## config.mk

```make
export PLATFORM = sky130hd
export DESIGN_NAME = diseqc_tx
export DESIGN_NICKNAME = d
export VERILOG_FILES = /design/src/rtl/dsq_pkg.sv /design/src/rtl/dsq_tick.sv /design/src/rtl/dsq_carrier.sv /design/src/rtl/dsq_seq.sv /design/src/rtl/diseqc_tx.sv
export SDC_FILE = /design/constraint.sdc
export NUM_CORES = 1
export LEC_CHECK = 0
export ABC_AREA = 0
export BUFFER_PORTS_ARGS = -buffer_cell sky130_fd_sc_hd__clkbuf_2
export CAP_MARGIN = 20
export CORE_MARGIN = 1.5
export CORE_UTILIZATION = 60
export CTS_CLUSTER_DIAMETER = 120
export DETAILED_ROUTE_END_ITERATION = 16
export PLACE_DENSITY = 0.79
export SKIP_LAST_GASP = 1
export SLEW_MARGIN = 30
export SYNTH_ARGS = -nofsm -noshare
export SYNTH_HDL_FRONTEND = slang
export SYNTH_HIERARCHICAL = 1
export SYNTH_SLANG_ARGS = --single-unit
```

## constraint.sdc

```tcl
create_clock -name clk -period 3 [get_ports clk]
set_input_delay 0.45 -clock clk [delete_from_list [all_inputs] [get_ports clk]]
set_output_delay 0.45 -clock clk [all_outputs]
set_load 0.05 [all_outputs]
```

## src/rtl/dsq_pkg.sv

```systemverilog
package dsq_pkg;
   typedef enum logic [1:0] {
      BURST_NONE = 2'd0,
      BURST_TONE = 2'd1,
      BURST_DATA = 2'd2,
      BURST_NIL  = 2'd3
   } burst_e;

   typedef enum logic [2:0] {
      S_IDLE   = 3'd0,
      S_PRE    = 3'd1,
      S_BIT_HI = 3'd2,
      S_BIT_LO = 3'd3,
      S_POST   = 3'd4,
      S_TONE   = 3'd5,
      S_SETTLE = 3'd6
   } seq_state_e;
endpackage

```

## src/rtl/dsq_tick.sv

```systemverilog
module dsq_tick #(
   parameter int TICK_DIV = 50
) (
   input  logic clk,
   input  logic rst_n,
   input  logic clr,
   output logic tick
);
   localparam int DW = (TICK_DIV > 1) ? $clog2(TICK_DIV) : 1;

   initial begin
      assert (TICK_DIV >= 1) else $error("TICK_DIV must be at least 1");
   end

   generate
      if (TICK_DIV == 1) begin : g_every
         assign tick = 1'b1;
      end else begin : g_div
         logic [DW-1:0] cnt;
         always_ff @(posedge clk or negedge rst_n) begin
            if (!rst_n)                          cnt <= '0;
            else if (clr)                        cnt <= '0;
            else if (cnt == DW'(TICK_DIV - 1))   cnt <= '0;
            else                                 cnt <= cnt + 1'b1;
         end
         assign tick = (cnt == DW'(TICK_DIV - 1));
      end
   endgenerate
endmodule

```

## src/rtl/dsq_carrier.sv

```systemverilog
module dsq_carrier #(
   parameter bit HAS_CARRIER = 1'b1,
   parameter int CAR_HALF    = 1136
) (
   input  logic clk,
   input  logic rst_n,
   input  logic env,
   output logic carrier
);
   localparam int CW = (CAR_HALF > 1) ? $clog2(CAR_HALF) : 1;

   initial begin
      assert (CAR_HALF >= 1) else $error("CAR_HALF must be at least 1");
   end

   generate
      if (HAS_CARRIER) begin : g_car
         logic [CW-1:0] cnt;
         logic          sq;
         always_ff @(posedge clk or negedge rst_n) begin
            if (!rst_n) begin
               cnt <= '0;
               sq  <= 1'b0;
            end else if (cnt == CW'(CAR_HALF - 1)) begin
               cnt <= '0;
               sq  <= ~sq;
            end else begin
               cnt <= cnt + 1'b1;
            end
         end
         assign carrier = env & sq;
      end else begin : g_nocar
         assign carrier = 1'b0;
      end
   endgenerate

   p_carrier_gated_r13: assert property (@(posedge clk) disable iff (!rst_n)
      !env |-> !carrier);
endmodule

```

## src/rtl/dsq_seq.sv

```systemverilog
module dsq_seq
   import dsq_pkg::*;
#(
   parameter int MAX_BYTES = 16,
   parameter int T_SHORT   = 500,
   parameter int T_LONG    = 1000,
   parameter int T_GAP     = 16000,
   parameter int T_TONE    = 12500,
   parameter int T_SETTLE  = 20000,
   localparam int CNT_W    = $clog2(MAX_BYTES + 1),
   localparam int AW       = (MAX_BYTES > 1) ? $clog2(MAX_BYTES) : 1
) (
   input  logic             clk,
   input  logic             rst_n,
   input  logic             tick,
   input  logic             start,
   input  logic [CNT_W-1:0] num_bytes,
   input  logic [1:0]       burst_sel,
   output logic [AW-1:0]    rd_addr,
   input  logic [7:0]       rd_data,
   output logic             accept,
   output logic             env,
   output logic             busy,
   output logic             done
);
   localparam int M1   = (T_SHORT > T_LONG)  ? T_SHORT : T_LONG;
   localparam int M2   = (T_GAP   > T_TONE)  ? T_GAP   : T_TONE;
   localparam int M3   = (M1 > M2) ? M1 : M2;
   localparam int MAXT = (M3 > T_SETTLE) ? M3 : T_SETTLE;
   localparam int TW   = $clog2(MAXT + 1);

   initial begin
      assert (MAX_BYTES >= 1) else $error("MAX_BYTES must be at least 1");
      assert (T_SHORT >= 1 && T_LONG >= 1 && T_GAP >= 1 && T_TONE >= 1 && T_SETTLE >= 1)
         else $error("all durations must be at least one tick");
   end

   seq_state_e       state;
   logic [TW-1:0]    elapsed;
   logic [TW-1:0]    target;
   logic [CNT_W-1:0] len_q;
   logic [CNT_W-1:0] byte_idx;
   logic [3:0]       bit_idx;
   logic [1:0]       burst_q;
   logic             in_burst;
   logic [7:0]       cur_byte;
   logic             cur_bit;
   logic             phase_end;

   assign accept   = (state == S_IDLE) && start;
   assign cur_byte = in_burst ? 8'hFF : rd_data;
   assign cur_bit  = (bit_idx == 4'd8) ? ~^cur_byte : cur_byte[3'd7 - bit_idx[2:0]];
   assign rd_addr  = AW'(byte_idx);

   always_comb begin
      case (state)
         S_PRE, S_POST: target = TW'(T_GAP);
         S_BIT_HI:      target = cur_bit ? TW'(T_SHORT) : TW'(T_LONG);
         S_BIT_LO:      target = cur_bit ? TW'(T_LONG)  : TW'(T_SHORT);
         S_TONE:        target = TW'(T_TONE);
         S_SETTLE:      target = TW'(T_SETTLE);
         default:       target = TW'(1);
      endcase
   end

   assign phase_end = tick && (state != S_IDLE) && (elapsed == target - 1'b1);

   always_ff @(posedge clk or negedge rst_n) begin
      if (!rst_n) begin
         state    <= S_IDLE;
         elapsed  <= '0;
         len_q    <= '0;
         byte_idx <= '0;
         bit_idx  <= '0;
         burst_q  <= BURST_NONE;
         in_burst <= 1'b0;
         done     <= 1'b0;
      end else begin
         done <= 1'b0;
         if (accept) begin
            state    <= S_PRE;
            elapsed  <= '0;
            len_q    <= (num_bytes > CNT_W'(MAX_BYTES)) ? CNT_W'(MAX_BYTES) : num_bytes;
            burst_q  <= burst_sel;
            byte_idx <= '0;
            bit_idx  <= '0;
            in_burst <= 1'b0;
         end else if (phase_end) begin
            elapsed <= '0;
            case (state)
               S_PRE:    state <= (len_q != '0) ? S_BIT_HI : S_POST;
               S_BIT_HI: state <= S_BIT_LO;
               S_BIT_LO: begin
                  if (bit_idx != 4'd8) begin
                     bit_idx <= bit_idx + 1'b1;
                     state   <= S_BIT_HI;
                  end else begin
                     bit_idx <= '0;
                     if (in_burst) begin
                        state <= S_SETTLE;
                     end else if (byte_idx + 1'b1 < len_q) begin
                        byte_idx <= byte_idx + 1'b1;
                        state    <= S_BIT_HI;
                     end else begin
                        state <= S_POST;
                     end
                  end
               end
               S_POST: begin
                  if (burst_q == BURST_TONE) begin
                     state <= S_TONE;
                  end else if (burst_q == BURST_DATA) begin
                     in_burst <= 1'b1;
                     bit_idx  <= '0;
                     state    <= S_BIT_HI;
                  end else begin
                     state <= S_IDLE;
                     done  <= 1'b1;
                  end
               end
               S_TONE:   state <= S_SETTLE;
               S_SETTLE: begin
                  state <= S_IDLE;
                  done  <= 1'b1;
               end
               default:  state <= S_IDLE;
            endcase
         end else if (tick && state != S_IDLE) begin
            elapsed <= elapsed + 1'b1;
         end
      end
   end

   assign busy = (state != S_IDLE);
   assign env  = (state == S_BIT_HI) || (state == S_TONE);

   p_idle_env_low_r1: assert property (@(posedge clk) disable iff (!rst_n)
      !busy |-> !env);
   p_done_after_busy_r12: assert property (@(posedge clk) disable iff (!rst_n)
      done |-> (!busy && $past(busy)));
   p_start_ignored_r11: assert property (@(posedge clk) disable iff (!rst_n)
      (busy && start) |=> (len_q == $past(len_q) && burst_q == $past(burst_q)));
   p_bit_range_r5: assert property (@(posedge clk) disable iff (!rst_n)
      busy |-> (bit_idx <= 4'd8));
   p_addr_range_r14: assert property (@(posedge clk) disable iff (!rst_n)
      busy |-> (byte_idx < CNT_W'(MAX_BYTES)));
   p_elapsed_bound_r3: assert property (@(posedge clk) disable iff (!rst_n)
      busy |-> (elapsed < target));
endmodule

```

## src/rtl/diseqc_tx.sv

```systemverilog
module diseqc_tx
   import dsq_pkg::*;
#(
   parameter int MAX_BYTES   = 16,
   parameter int TICK_DIV    = 50,
   parameter int T_SHORT     = 500,
   parameter int T_LONG      = 1000,
   parameter int T_GAP       = 16000,
   parameter int T_TONE      = 12500,
   parameter int T_SETTLE    = 20000,
   parameter bit HAS_CARRIER = 1'b1,
   parameter int CAR_HALF    = 1136,
   localparam int CNT_W      = $clog2(MAX_BYTES + 1),
   localparam int AW         = (MAX_BYTES > 1) ? $clog2(MAX_BYTES) : 1
) (
   input  logic             clk,
   input  logic             rst_n,
   input  logic             start,
   input  logic [CNT_W-1:0] num_bytes,
   input  logic [1:0]       burst_sel,
   output logic [AW-1:0]    rd_addr,
   input  logic [7:0]       rd_data,
   output logic             env,
   output logic             carrier,
   output logic             busy,
   output logic             done
);
   logic tick;
   logic accept;

   dsq_tick #(.TICK_DIV(TICK_DIV)) u_tick (
      .clk   (clk),
      .rst_n (rst_n),
      .clr   (accept),
      .tick  (tick)
   );

   dsq_seq #(
      .MAX_BYTES (MAX_BYTES),
      .T_SHORT   (T_SHORT),
      .T_LONG    (T_LONG),
      .T_GAP     (T_GAP),
      .T_TONE    (T_TONE),
      .T_SETTLE  (T_SETTLE)
   ) u_seq (
      .clk       (clk),
      .rst_n     (rst_n),
      .tick      (tick),
      .start     (start),
      .num_bytes (num_bytes),
      .burst_sel (burst_sel),
      .rd_addr   (rd_addr),
      .rd_data   (rd_data),
      .accept    (accept),
      .env       (env),
      .busy      (busy),
      .done      (done)
   );

   dsq_carrier #(.HAS_CARRIER(HAS_CARRIER), .CAR_HALF(CAR_HALF)) u_car (
      .clk     (clk),
      .rst_n   (rst_n),
      .env     (env),
      .carrier (carrier)
   );
endmodule

```

---- Word level (Yosys, flattened, before mapping) ----
Index checks and enable logic that the tools add are counted.
Widths: inputs -> output; s select.
word-level totals
  bits in registers ....................... 54
  bits of input ports ..................... 18
  output and inout port bits .............. 8
  logic and storage cells ................. 105
cells by class
  add/sub/neg operators ................... 7
  $lt $le $gt $ge ......................... 3
  equal/unequal tests ..................... 18
  muxes and demuxes ....................... 45
  bitwise operators ....................... 2
  reduce and logical (&&, ||, !) cells .... 19
operators by type and width
  cell                   count
  $pmux 15 s5            1
  $mux 15                3
  $mux 5                 7
  $mux 3                 7
  $mux 10                2
  $mux 4                 5
  $add 15x1->15 const B  1
  $eq 15x15->1           1
  $pmux 3 s5             1
  $sub 15x1->15 const B  1
  $mux 6                 2
  $add 11x1->11 const B  1
  $eq 11x11->1 const B   1
  $mux 1                 11
  $mux 11                1
  $reduce_bool 2->1      5
  $eq 3x3->1 const B     3
  $reduce_bool 3->1      3
  $mux 8                 1
  $pmux 4 s2             1
  $reduce_and 4->1       2
  $reduce_xnor 8->1      1
  $add 6x1->6 const B    1
  $eq 3x2->1 const B     2
  26 further kinds       30

---- Longest topological paths before layout ----
  depth after elaboration ................. 11
  gate-level depth with buffers ........... 14
  mapped depth without buffers ............ 11

---- Modules after synthesis ----
Netlist, hierarchy kept.
by module, submodules not included
  module       times used  cells an instance  area an instance (µm²)  seq. area each (µm²)
  dsq_seq      1           339                2757.6                  900.9
  dsq_carrier  1           57                 604.3                   300.3
  dsq_tick     1           26                 281.5                   150.1

---- Worst setup path before layout ----
No wires, ideal clock.
  kind .................................... reg2reg
  start point ............................. reg u_seq.state[2]
  end point ............................... reg u_seq.byte_idx[2]
  library setup time ...................... 0.120 ns
  arrival time ............................ 2.538 ns
  data required time ...................... 2.880 ns
  setup slack ............................. 0.342 ns
  stages on the path, launching flop included .. 12
  buffers on the path ..................... 1
  clock period less this slack ............ 2.658 ns
  cell sequence ........................... dfrtp_1 -> buf_2 -> inv_2 -> ha_1 -> nor3_2 -> a2bb2oi_2 -> nor2_1 -> a221o_1 -> o32ai_4 -> nand4b_1 -> mux2i_1 -> a31o_1
on the way
  word-level cells in the longest chain between the ends .. 8
  elaborated cells on any way between the ends .. 22
  those cells by class .................... 1 x add/sub; 9 x eq/ne; 2 x mux; 10 x reduce/logical
ends and longest elaborated chain
  element                                   line            RTL
  from (decl)                               dsq_seq.sv:38   seq_state_e state;
  from (signal assigned)                    dsq_seq.sv:91   S_PRE: state <= (len_q != '0) ? S_BIT_HI : S_POST;
  $eq 3x1->1 or $eq 3x3->1 (tied branches)  dsq_seq.sv:56   case (state)
  $reduce_or 2->1                           dsq_seq.sv:56
  $pmux 15 s5                               dsq_seq.sv:56
  $sub 15x1->15                             dsq_seq.sv:66   assign phase_end = tick && (state != S_IDLE) && (elapsed == target - 1'b1);
  $eq 15x15->1                              dsq_seq.sv:66
  $logic_and 1x1->1                         dsq_seq.sv:66
  $reduce_bool 2->1 (no line)               --
  $reduce_and 5->1 (no line)                --
  to (signal assigned)                      dsq_seq.sv:102  byte_idx <= byte_idx + 1'b1;
  to (decl)                                 dsq_seq.sv:42   logic [CNT_W-1:0] byte_idx;
Parallel ways exist; a longest one is shown, timed or not.
A chain may end at the register's enable or synchronous reset.

---- Worst setup path in the final report ----
  start point ............................. reg u_seq.bit_idx[0]
  end point ............................... reg u_seq.byte_idx[4]
on the way
  word-level cells in the longest chain between the ends .. 11
  elaborated cells on any way between the ends .. 15
  those cells by class .................... 2 x add/sub; 4 x eq/ne; 6 x mux; 3 x reduce/logical
ends and longest elaborated chain
  element                       line                          RTL
  from (decl)                   dsq_seq.sv:43                 logic [3:0] bit_idx;
  from (signal assigned)        dsq_seq.sv:95                 bit_idx <= bit_idx + 1'b1;
  $sub 3x3->3                   dsq_seq.sv:52                 assign cur_bit = (bit_idx == 4'd8) ? ~^cur_byte : cur_byte[3'd7 - bit_idx[2:0]];
  $bmux 1 s3                    dsq_seq.sv:52
  $mux 1 (not written as such)  dsq_seq.sv:52
  $mux 1                        dsq_seq.sv:52
  $mux 10 (on tied branches)    dsq_seq.sv:59, dsq_seq.sv:58
  $pmux 15 s5                   dsq_seq.sv:56
  $sub 15x1->15                 dsq_seq.sv:66
  $eq 15x15->1                  dsq_seq.sv:66
  $logic_and 1x1->1             dsq_seq.sv:66
  $reduce_bool 2->1 (no line)   --
  $reduce_and 5->1 (no line) *  --
Every way passes the cells marked *; elsewhere a longest branch is shown, timed or not. The select of a mux whose other input is x is not followed.

==> run summary <==
register area = 1350 µm²
met3 usage = 0.0371
period utilisation layout = 0.937
Die Wd = 80.9 µm
Residual DRC = 0
Synth Register Bits = 54
status = finished clean
HP Class = input port to async pin
Final Core Density = 0.674
Pwr Density = 448 nW/µm²
WS Path Type = flop to flop
total gr overflow = 0
RR Endpoint = u_seq/byte_idx[4]
CTS Hold Bufs = 0
die area = 6550 µm²
Num CTS Buffers = 5
skew final = 0.00406 ns
Worst-Skew Late Latency = 0.30 ns
initial antenna violation count = 0
placed cells = 514
TNS Setup = 0 ns
Syn Std Cell Area = 3640 µm²
peak supply drop = 364 µV
FFs w/ async S/R, synth = 1.00
reg-to-reg startpoint = u_seq/bit_idx[0]
final worst path period need = 2.81 ns
Via Count = 3,119
CTS tree = built
Hold Slack = 0.164 ns
Tot GR Track Use = 0.252
slowest CP cell = dfrtp_1
Avg WL per Cell = 14.8 µm
CTS Buffer Depth = 2
fmax = 356 MHz
GP Congestion = 0.905
detailed-route vias per instance = 5.98
First-pass DRT Iterations = 5
# resized after CTS = 0
Tot Pwr = 1.78 mW
Slew headroom = 0.612
Unique masters post-synth = 61
Most used DFF post-synth = dfrtp_1
Max Slew Vio Count = 0
Core Region = 5890 µm²
DIE HEIGHT = 80.9 µm
CP peak stage delay = 0.59 ns
Max-Cap Viols = 0
endpoint class of the critical path = flop
final setup fails = 0
number of flops mapped to enable cells by yosys = 0
Worst Path Max Fanout = 9
layout cell share with drive strength beyond 1 = 0.141
DR iter-0 viols = 199
final hold violations = 0
Combinational Power Share = 0.237
clock transition at the registers of the reported paths = 0.10 ns
reg-to-reg slack, setup = 0.19 ns
worst-margin pin slew = 0.582 ns
Ports = 26
final wirelength = 7.74 mm
Multi-input gate area = 2110 µm²
Lkg Pwr = 1.75 nW
post-DP HPWL = 5.77 mm
critical path arrival = 2.98 ns
synthesized instance count = 422
number of I/O port buffers = 25
vias in the first global route = 2,931
CTS H-tree depth = 2
# clock sinks = 54
Cell Chain, Critical Path = inv_1, ha_1, nand2_1, or2_2, a21oi_1, a221o_1, o32ai_4, nand3b_2, nor3_1, o21ai_0
RSZ-0062 raised after global routing = false
Int Power = 1.21 mW
Finished Layout Cells = 522
fillers = 487
num rows = 28
DRT antenna net count = 0
most frequent cells in the layout = dfrtp_1 (54), nand2_1 (46), nor2_1 (43)
Flop pwr share = 0.512
met2 GRT Util = 0.428
Setup Buffers After CTS = 0
Initial Utilization = 0.619
Req. time, crit path = 3.17 ns
clk root buf = clkbuf_8
Net Switching = 563 µW
Seq/Total Area, Yosys = 0.371
Switching Fraction = 0.317
n_diodes = 0
pin count of the biggest net entering global routing = 43
yosys warns = 6
Synth Net Count = 456
commonest non-fill, non-tap cell in the layout = dfrtp_1
first-pass GRT wire length = 13.0 mm
CP startpoint kind = flop
P&R area growth vs syn = 8.83%
power share of the clock group = 0.251
layer with the highest usage = met2
fin nets = 480
worst reg2reg path depth = 10
grt met1 use = 0.331
Mapped Avg Cell Area = 8.63 µm²
[sequential cells by signal, summed over array words and instances, names as in the netlist]
| name | flops |
|---|---|
| u_seq/in_burst | 1 |
| u_seq/done | 1 |
| u_seq/len_q | 5 |
| u_seq/burst_q | 2 |
| u_tick/g_div.cnt | 6 |
| u_seq/byte_idx | 5 |
| u_seq/elapsed | 15 |
| u_seq/state | 3 |
| u_car/g_car.sq | 1 |
| u_seq/bit_idx | 4 |
| u_car/g_car.cnt | 11 |
[per-stage QoR]
step                      instance area, µm²  setup WS [ns]
after floorplan                         3640          0.342
after global placement                  3860          0.317
after detailed placement                3860          0.215
after CTS                               3970          0.202
after global routing                    3970         0.0125
final                                   3970          0.188
[worst max-delay path by stage]
stage                     startpoint                 to  slack, ns  cells after the start
floorplan             u_seq/state[2]  u_seq/byte_idx[2]       0.34                     11
global route        u_seq/bit_idx[0]     u_seq/state[0]       0.01                     10
CTS                 u_seq/bit_idx[0]  u_seq/byte_idx[4]       0.20                     10
finish              u_seq/bit_idx[0]  u_seq/byte_idx[4]       0.19                     10
global placement          rd_data[6]  u_seq/byte_idx[2]       0.32                     10
detailed placement  u_seq/bit_idx[0]  u_seq/byte_idx[4]       0.22                     10
[power groups by stage]
stage                     clock network [mW]  registers, mW  logic [mW]
after floorplan                            0          0.895       0.316
after global placement                     0          0.918       0.399
after detailed placement                   0          0.923       0.417
after CTS                              0.457          0.908       0.423
after global routing                   0.488          0.924       0.480
final                                  0.445          0.909       0.421
[final cells by class]
cell class | count | share of cell area
Sequential cell | 54 | 0.341
Clock buffer | 7 | 0.0243
Clock inverter | 1 | 0.00221
Multi-Input combinational cell | 324 | 0.531
Timing Repair Buffer | 37 | 0.0549
Inverter | 24 | 0.0227
Tap cell | 75 | 0.0237
[synth_stat cells, types with 7 or more instances]
cell type  instances  area (µm²)
a21oi_1           23         115
clkbuf_1          10        37.5
dfrtp_1           54        1350
ha_1              16         200
inv_1             21        78.8
mux2i_1            7        70.1
nand2_1           46         173
nand2b_1           7        43.8
nand3_1           12        60.1
nand4_1            7        43.8
nor2_1            43         161
nor2b_1           13        81.3
nor3_1            11        55.1
o211ai_1           9        67.6
o21ai_0           28         140
xnor2_1           18         158
xor2_1            17         149
[layer usage]
layer	vias up	part of all wire	routed length, µm
met4	0	0.015	116
met1	1469	0.46	3530
li1	1535	-	-
met3	12	0.049	377
met2	103	0.48	3720
met5	-	0	0
[logic make-up (layout without fill, tap and decap cells)]
group | Yosys count | in the layout | synth area share
muxes | 7 | 7 | 0.0192
xor gates and xnor gates | 35 | 35 | 0.0841
and+or+nand+nor | 178 | 178 | 0.259
AOI/OAI and AO/OA | 88 | 88 | 0.161
DFF | 54 | 54 | 0.371
adders and majority gates | 16 | 16 | 0.0549
buffers and inverters | 44 | 69 | 0.0508
[critical path, delay by kind of cell, from the launching register on]
family	cells	cell delay [ns]
AND/OR/NAND/NOR	4	0.89
AO/OA/AOI/OAI	4	0.91
flip-flops	1	0.59
adder cells (fa/ha/maj)	1	0.20
buffers and inverters	1	0.09
Power figures use the tool's default switching activity.
